### src/rtl/fpf_pkg.sv
package fpf_pkg;

  typedef enum logic [1:0] {
    ST_DATA = 2'd0,
    ST_PAD  = 2'd1,
    ST_FCS  = 2'd2
  } fpf_state_e;

  localparam logic [31:0] CRC_POLY = 32'hEDB88320;
  localparam logic [31:0] CRC_SEED = 32'hFFFFFFFF;

  // Advance a reflected CRC-32 by one byte, bit 0 of the byte first.
  function automatic logic [31:0] crc_step(input logic [31:0] c, input logic [7:0] d);
    logic [31:0] r;
    r = c;
    for (int i = 0; i < 8; i++) begin
      r = (r >> 1) ^ (CRC_POLY & {32{r[0] ^ d[i]}});
    end
    return r;
  endfunction

endpackage

### src/rtl/fpf_crc.sv
module fpf_crc
  import fpf_pkg::*;
#(
  parameter int DATA_W = 8
) (
  input  logic              clk,
  input  logic              rst_n,
  input  logic              clr,
  input  logic              upd,
  input  logic [DATA_W-1:0] data,
  output logic [31:0]       crc_q
);

  logic [31:0] crc_d;
  logic        crc_en;

  always_comb begin
    crc_en = clr | upd;
    if (clr) crc_d = CRC_SEED;
    else     crc_d = crc_step(crc_q, data);
  end

  always_ff @(posedge clk or negedge rst_n) begin
    if (!rst_n)      crc_q <= CRC_SEED;
    else if (crc_en) crc_q <= crc_d;
  end

endmodule

### src/rtl/fpf_len.sv
module fpf_len #(
  parameter int LIMIT = 60,
  localparam int CNT_W = $clog2(LIMIT + 1)
) (
  input  logic             clk,
  input  logic             rst_n,
  input  logic             clr,
  input  logic             inc,
  output logic [CNT_W-1:0] cnt_q
);

  localparam logic [CNT_W-1:0] CNT_MAX = CNT_W'(LIMIT);

  logic [CNT_W-1:0] cnt_d;
  logic             cnt_en;

  always_comb begin
    cnt_en = clr | (inc & (cnt_q != CNT_MAX));
    if (clr) cnt_d = '0;
    else     cnt_d = cnt_q + 1'b1;
  end

  always_ff @(posedge clk or negedge rst_n) begin
    if (!rst_n)      cnt_q <= '0;
    else if (cnt_en) cnt_q <= cnt_d;
  end

endmodule

### src/rtl/fpf_seq.sv
module fpf_seq
  import fpf_pkg::*;
#(
  parameter int FCS_BYTES = 4,
  localparam int IDX_W = $clog2(FCS_BYTES)
) (
  input  logic             clk,
  input  logic             rst_n,
  input  logic             eof_fire,
  input  logic             want_pad,
  input  logic             want_fcs,
  input  logic             out_fire,
  input  logic             pad_end,
  output fpf_state_e       st_q,
  output logic [IDX_W-1:0] idx_q,
  output logic             fcs_end
);

  localparam logic [IDX_W-1:0] IDX_LAST = IDX_W'(FCS_BYTES - 1);

  fpf_state_e       st_d;
  logic [IDX_W-1:0] idx_d;
  logic             st_en;
  logic             idx_en;

  always_comb begin
    fcs_end = (idx_q == IDX_LAST);
    st_d    = st_q;
    idx_d   = idx_q;
    idx_en  = 1'b0;
    unique case (st_q)
      ST_DATA: begin
        if (eof_fire) begin
          if (want_pad)      st_d = ST_PAD;
          else if (want_fcs) st_d = ST_FCS;
        end
      end
      ST_PAD: begin
        if (out_fire && pad_end) st_d = ST_FCS;
      end
      ST_FCS: begin
        if (out_fire) begin
          idx_en = 1'b1;
          if (fcs_end) begin
            idx_d = '0;
            st_d  = ST_DATA;
          end else begin
            idx_d = idx_q + 1'b1;
          end
        end
      end
      default: st_d = ST_DATA;
    endcase
    st_en = (st_d != st_q);
  end

  always_ff @(posedge clk or negedge rst_n) begin
    if (!rst_n)     st_q <= ST_DATA;
    else if (st_en) st_q <= st_d;
  end

  always_ff @(posedge clk or negedge rst_n) begin
    if (!rst_n)      idx_q <= '0;
    else if (idx_en) idx_q <= idx_d;
  end

endmodule

### src/rtl/frame_pad_fcs.sv
module frame_pad_fcs
  import fpf_pkg::*;
#(
  parameter int DATA_W    = 8,
  parameter int MIN_LEN   = 64,
  parameter int FCS_BYTES = 4
) (
  input  logic              clk,
  input  logic              rst_n,
  input  logic              in_valid,
  output logic              in_ready,
  input  logic [DATA_W-1:0] in_data,
  input  logic              in_eof,
  input  logic              in_nofcs,
  input  logic              in_autopad,
  output logic              out_valid,
  input  logic              out_ready,
  output logic [DATA_W-1:0] out_data,
  output logic              out_last
);

  localparam int PAD_TARGET = MIN_LEN - FCS_BYTES;
  localparam int CNT_W      = $clog2(PAD_TARGET + 1);
  localparam int IDX_W      = $clog2(FCS_BYTES);
  localparam logic [CNT_W-1:0] PAD_LAST = CNT_W'(PAD_TARGET - 1);

  fpf_state_e       st_q;
  logic [IDX_W-1:0] idx_q;
  logic             fcs_end;
  logic [CNT_W-1:0] len_q;
  logic [31:0]      crc_q;
  logic [31:0]      fcs_word;

  logic in_fire, out_fire, eof_fire, frame_end;
  logic want_fcs, want_pad, pad_end, crc_upd;

  // Tail decisions come from the closing byte's control bits alone.
  always_comb begin
    want_fcs = in_autopad | ~in_nofcs;
    want_pad = in_autopad & (len_q < PAD_LAST);
    pad_end  = (len_q == PAD_LAST);
    fcs_word = ~crc_q;
  end

  always_comb begin
    in_ready  = 1'b0;
    out_valid = 1'b0;
    out_data  = '0;
    out_last  = 1'b0;
    unique case (st_q)
      ST_DATA: begin
        in_ready  = out_ready;
        out_valid = in_valid;
        out_data  = in_data;
        out_last  = in_eof & ~want_fcs;
      end
      ST_PAD: begin
        out_valid = 1'b1;
        out_data  = '0;
      end
      ST_FCS: begin
        out_valid = 1'b1;
        out_data  = DATA_W'(fcs_word >> {idx_q, 3'b000});
        out_last  = fcs_end;
      end
      default: begin
        out_valid = 1'b0;
      end
    endcase
  end

  always_comb begin
    in_fire   = in_valid & in_ready;
    out_fire  = out_valid & out_ready;
    eof_fire  = in_fire & in_eof;
    frame_end = out_fire & out_last;
    crc_upd   = out_fire & (st_q != ST_FCS);
  end

  fpf_seq #(.FCS_BYTES(FCS_BYTES)) u_seq (
    .clk      (clk),
    .rst_n    (rst_n),
    .eof_fire (eof_fire),
    .want_pad (want_pad),
    .want_fcs (want_fcs),
    .out_fire (out_fire),
    .pad_end  (pad_end),
    .st_q     (st_q),
    .idx_q    (idx_q),
    .fcs_end  (fcs_end)
  );

  fpf_len #(.LIMIT(PAD_TARGET)) u_len (
    .clk   (clk),
    .rst_n (rst_n),
    .clr   (frame_end),
    .inc   (out_fire),
    .cnt_q (len_q)
  );

  fpf_crc #(.DATA_W(DATA_W)) u_crc (
    .clk   (clk),
    .rst_n (rst_n),
    .clr   (frame_end),
    .upd   (crc_upd),
    .data  (out_data),
    .crc_q (crc_q)
  );

endmodule

### config.mk
export PLATFORM = sky130hd
export DESIGN_NAME = frame_pad_fcs
export DESIGN_NICKNAME = d
export VERILOG_FILES = /design/src/rtl/fpf_pkg.sv /design/src/rtl/fpf_crc.sv /design/src/rtl/fpf_len.sv /design/src/rtl/fpf_seq.sv /design/src/rtl/frame_pad_fcs.sv
export SDC_FILE = /design/constraint.sdc
export NUM_CORES = 1
export LEC_CHECK = 0
export ABC_CLOCK_PERIOD_IN_PS = 3400
export BUFFER_PORTS_ARGS = -buffer_cell sky130_fd_sc_hd__buf_2
export CAP_MARGIN = 30
export CORE_ASPECT_RATIO = 2
export CORE_MARGIN = 3
export CORE_UTILIZATION = 56
export DETAILED_ROUTE_END_ITERATION = 12
export HOLD_SLACK_MARGIN = 0.08
export PLACE_DENSITY = 0.75
export SETUP_SLACK_MARGIN = 0.2
export SYNTH_ARGS = -nofsm -noshare
export SYNTH_HDL_FRONTEND = slang
export SYNTH_SLANG_ARGS = --single-unit
### constraint.sdc
create_clock -name clk -period 3.4 [get_ports clk]
set_clock_uncertainty 0.15 [all_clocks]
set_input_delay 0.51 -clock clk [delete_from_list [all_inputs] [get_ports clk]]
set_output_delay 0.51 -clock clk [all_outputs]
set_load 0.01 [all_outputs]
---- Yosys cells after proc, flatten, opt, wreduce, memory -nomap -nowiden ----
Index checks and enable logic that the tools add are counted.
word-level totals
  register bits after elaboration ......... 42
  input port bits ......................... 15
  output and inout port bits .............. 11
  logic and storage cells ................. 65
operators by class
  $add $sub $neg .......................... 2
  order comparisons ....................... 1
  equality and inequality tests ........... 7
  shift-type cells ........................ 1
  mux-type cells .......................... 16
  bitwise logic cells ..................... 30
  reduce and logical (&&, ||, !) cells .... 4
operator list
  cell                                                                    number
  31-bit by 32-bit bitwise XOR with 32-bit output                         8
  32-bit two-way mux                                                      1
  32-bit inverter                                                         1
  32-bit by 5-bit right shift with 8-bit output                           1
  8-bit case mux with 2 select lines                                      1
  2-bit two-way mux                                                       7
  1-bit bitwise AND                                                       8
  1-bit bitwise XOR                                                       8
  6-bit by 1-bit adder with 6-bit output (second input constant)          1
  6-bit equality test (second input constant)                             1
  6-bit < comparator (second input constant)                              1
  6-bit two-way mux                                                       1
  6-bit != test (second input constant)                                   1
  2-bit case mux with 3 select lines                                      1
  2-bit equality test (second input constant)                             2
  1-bit case mux with 2 select lines                                      2
  1-bit two-way mux                                                       3
  1-bit bitwise OR                                                        3
  3-bit AND reduction                                                     1
  2-bit by 1-bit adder with 2-bit output (second input constant)          1
  2-bit by 1-bit equality test with 1-bit output (second input constant)  1
  2-bit zero test                                                         1
  2-bit != test                                                           1
  2-bit != test (second input constant)                                   1
  other kinds (3)                                                         4

---- Longest topological paths before layout ----
  depth in word-level cells ............... 20
  depth in mapped cells ................... 11
  gate-level depth less buffers ........... 8

---- Cells and area by module ----
From an unflattened synthesis, not the netlist that was laid out.
second synthesis, totals
  cell total of the unflattened synthesis .. 308
  area, all modules ....................... 3219.3 µm²
modules (own cells, without submodules)
  module         times used  cells each  area an instance (µm²)  seq. area each (µm²)
  fpf_crc        1           194         2198.4                  840.8
  frame_pad_fcs  1           50          419.2                   0.0
  fpf_len        1           44          385.4                   150.1
  fpf_seq        1           20          216.5                   100.1

---- Worst setup path after synthesis ----
Ideal clock, no wire load.
  kind .................................... register to register
  start ................................... register u_seq.st_q[0]
  end ..................................... register u_crc.crc_q[19]
  library setup time ...................... 80 ps
  data arrival time ....................... 2521 ps
  required time ........................... 3170 ps
  path slack .............................. 649 ps
  cell stages (with the launch flop) ...... 11
  path buffers ............................ 2
  clock period less this slack ............ 2751 ps
  cell sequence ........................... dfrtp_1 inv_1 ha_1 buf_2 and2_4 buf_6 a222oi_1 o22a_1 xnor3_1 xnor3_1 o22a_1
on the way
  word-level cells in the longest chain between the ends .. 13
  elaborated cells on any way between the ends .. 28
  classes of those cells .................. eq/ne (3); mux (4); bitwise (19); reduce/logical (2)
ends and longest elaborated chain
  item                                                           RTL line             RTL
  start, declared                                                fpf_seq.sv:14        output fpf_state_e st_q,
  start signal, assigned                                         fpf_seq.sv:59        else if (st_en) st_q <= st_d;
  2-bit equality test / 2-bit zero test (equally long branches)  frame_pad_fcs.sv:50  unique case (st_q)
  8-bit case mux with 2 select lines                             frame_pad_fcs.sv:50
  1-bit bitwise XOR                                              fpf_pkg.sv:17        r = (r >> 1) ^ (CRC_POLY & {32{r[0] ^ d[i]}});
  31-bit by 32-bit bitwise XOR with 32-bit output (6 in a row)   fpf_pkg.sv:17
  1-bit bitwise XOR                                              fpf_pkg.sv:17
  31-bit by 32-bit bitwise XOR with 32-bit output (2 in a row)   fpf_pkg.sv:17
  32-bit two-way mux                                             fpf_crc.sv:19        if (clr) crc_d = CRC_SEED;
  end signal, assigned                                           fpf_crc.sv:25        else if (crc_en) crc_q <= crc_d;
  end, declared                                                  fpf_crc.sv:11        output logic [31:0] crc_q
Parallel ways exist; a longest one is shown, timed or not.
A chain may end at the register's enable or synchronous reset.

---- Worst setup path after layout ----
  start ................................... register u_seq.st_q[0]
  end ..................................... register u_crc.crc_q[25]
Same word-level chain as after synthesis.

==> flow_summary.toml <==
[outcome]
status = "finished, final reports clean"

[synth]
synth_async_sr_flop_share_pct = 100.0
synth_top_area_share_pct = 25.12
count_of_flip_flops_with_a_built_in_enable_after_synthesis = 0
total_of_warnings_raised_by_yosys = 0
synth_largest_area_cell = "dfstp_2"
syn_avg_cell_area_um2 = 10.49
postSynthNetCount = 341
synth_sequential_area_ratio_pct = 32.60
netlist_top_cells_area = "dfstp_2 (25%), xnor3_1 (10%), xnor2_1 (7.6%), dfrtp_1 (7.5%), mux2i_1 (5.1%)"
synthDistinctLibCells = 50
netlist_area_mm2 = 0.003347
synthFlopType = "dfstp_2"
syn_inst = 319
synth-seq-cells = 42

[final_layout]
n_antenna_cell = 0
area_delta_synth_final_pct = 13.87
ratio_of_cells_with_drive_above_1_in_the_final_layout_pct = 31.03
final_net_count = 369
final_cells = 409
finish.utilization_pct = 66.19
design_area_mm2 = 0.003811

[drt]
vias_per_cell = 6.443
drt-initial-drc-count = 182
drtPass1Iterations = 5
drc = 0
ant_nets = 0
finalWirelength_mm = 8.685
route.detailed.wl_per_inst_um = 21.23
detailroute.via_count = 2635

[setup_path]
worstPathArrival_ps = 3050
worstPathMaxFanout = 11
critical_path_class = "reg2reg"
worst-endpoint-required_ps = 3470
setup.reg_to_reg.worst_slack_ps = 420
worstSetupEndpointType = "register"
timing.critical_path.from_type = "register"

[clocking]
clock-sinks = 42
ctsHtreeMaxLevel = 2
clk-insertion-delay-late_ps = 290
cts.path.max_buffers = 2
clock_tree_from_tritoncts = "built"
cts-buffers-inserted = 5
worst_setup_hold_path_clk_slew_ps = 60
cts_root_buf = "clkbuf_16"

[die]
initial_utilization_pct = 58.13
design.die.area_mm2 = 0.006996
fp.dieW_um = 60.67
dieHeight_um = 115.3
total_core_area_mm2 = 0.005758
boundaryPins = 26
std_cell_rows = 39

[timing]
drv_slew = 0
rsz0062_at_grt = "false"
fin_setup_tns_ps = 0
slew_headroom_pct = 57.73
count_of_endpoints_failing_hold_in_the_final_timing_report = 0
final.period_utilization_pct = 87.68
tightest_slew_ps = 629.5
max_clock_freq_mhz = 335.4
setup_viol = 0
finalCriticalPeriod_ps = 2981

[placement]
port-buffer-count = 25
dp.cells = 398
hpwl_mm = 6.074
gp_routability_congestion = 0.8635
place_area_mm2 = 0.003545

[global_route]
antenna_found_initial = 0
grt-ovfl-total = 0
grt_pass1_vias = 2666
global_route_wire_length_before_repair_mm = 13.71
track_usage_pct = 27.04
grt_max_degree = 43

[worst_hold_path]
hold_class = "reg2reg"

[run]
max_cap_viol_count = 0
cells in the mapped netlist (2+ instances only):
master,count
nor2_1,34
dfstp_2,32
a21oi_1,31
xnor2_1,29
mux2i_1,17
xnor3_1,15
nand2_1,12
xor2_1,11
dfrtp_1,10
o21ai_0,10
o22a_1,10
mux2_2,9
a222oi_1,8
clkbuf_1,8
inv_1,8
a22o_1,7
ha_1,7
o21bai_1,7
buf_2,4
o22ai_1,4
and2_1,3
nor3_1,3
and3_1,2
and4_1,2
buf_1,2
buf_4,2
buf_6,2
nand3_1,2
nand3b_1,2
nor2b_1,2
o21a_1,2
o22ai_2,2
o22ai_4,2
xnor2_2,2
per-stage QoR:
stage / setup WS (ps) / hold slack, ps
after global routing: 278.4 / 398.0
after CTS: 167.9 / 253.8
after global placement: 323.0 / 359.3
after floorplan: 649.4 / 64.41
final: 418.9 / 376.4
after detailed placement: 218.8 / 366.0
cell usage in the layout (no fill, tap or decap), types with 11 or more instances in the layout:
cell type	netlist	final
xnor3_1	15	15
xor2_1	11	11
nor2_1	34	34
a21oi_1	31	30
nand2_1	12	12
mux2i_1	17	17
buf_4	2	12
dfstp_2	32	32
xnor2_1	29	28
buf_2	4	25
layout make-up:
cell class                      instances  area [um^2]
Multi-Input combinational cell        251         2170
Timing Repair Buffer                   39        245.2
Clock inverter                          2        60.06
Inverter                                8        30.03
Sequential cell                        42         1091
Clock buffer                            6        138.9
Fill cell                             451         1947
Tap cell                               61        76.32
cells by family after synthesis:
logic type / after synthesis / share of synthesized area (%)
AO/OA/AOI/OAI: 90 / 19.44
AND/OR/NAND/NOR: 67 / 9.234
XOR/XNOR: 61 / 24.26
flip-flops: 42 / 32.60
buffers and inverters: 26 / 3.738
multiplexers: 26 / 8.112
adder cells (fa/ha/maj): 7 / 2.617
state kept, by name, indices dropped and copies added, names as in the netlist:
| register | flops |
|---|---|
| u_crc.crc_q | 32 |
| u_len.cnt_q | 6 |
| u_seq.idx_q | 2 |
| u_seq.st_q | 2 |
timing repair:
action,CTS,global route
endpoints found under the setup margin,3,15
buffers inserted,0,1
gates resized for setup,3,8
hold buffers,0,1
hold endpoints to repair,0,2
pin swaps,0,1
final timing paths:
| kind | from | end | depth (start not counted) |
|---|---|---|---|
| worst max-delay path | u_seq.st_q[0] | u_crc.crc_q[25] | 8 |
| worst min-delay path | u_crc.crc_q[28] | u_crc.crc_q[28] | 2 |
| worst max register to register | u_seq.st_q[0] | u_crc.crc_q[25] | 8 |
| worst min register to register | u_crc.crc_q[28] | u_crc.crc_q[28] | 2 |
| max in group asynchronous | rst_n | u_crc.crc_q[10] | 3 |
| min in group asynchronous | rst_n | u_crc.crc_q[2] | 2 |
critical path, cell delays in order, from the launching register on:
cell	delay, ps
dfrtp_1	410
inv_1	120
ha_2	300
and2b_2	320
a222oi_1	160
o22ai_4	380
xnor3_2	560
xnor3_1	350
a21oi_1	150
metal layers:
metal  vias to the layer above  routed length, um  track usage (%)
met1                      1287               3114            30.60
met3                        35                431            5.393
li1                       1206                  -                -
met2                       107               4680            45.46
met4                         0                459            15.48
met5                         -                  0                0
Power is not shown: default switching activity piles up to over one toggle a cycle in this logic, so the estimate is an artifact.
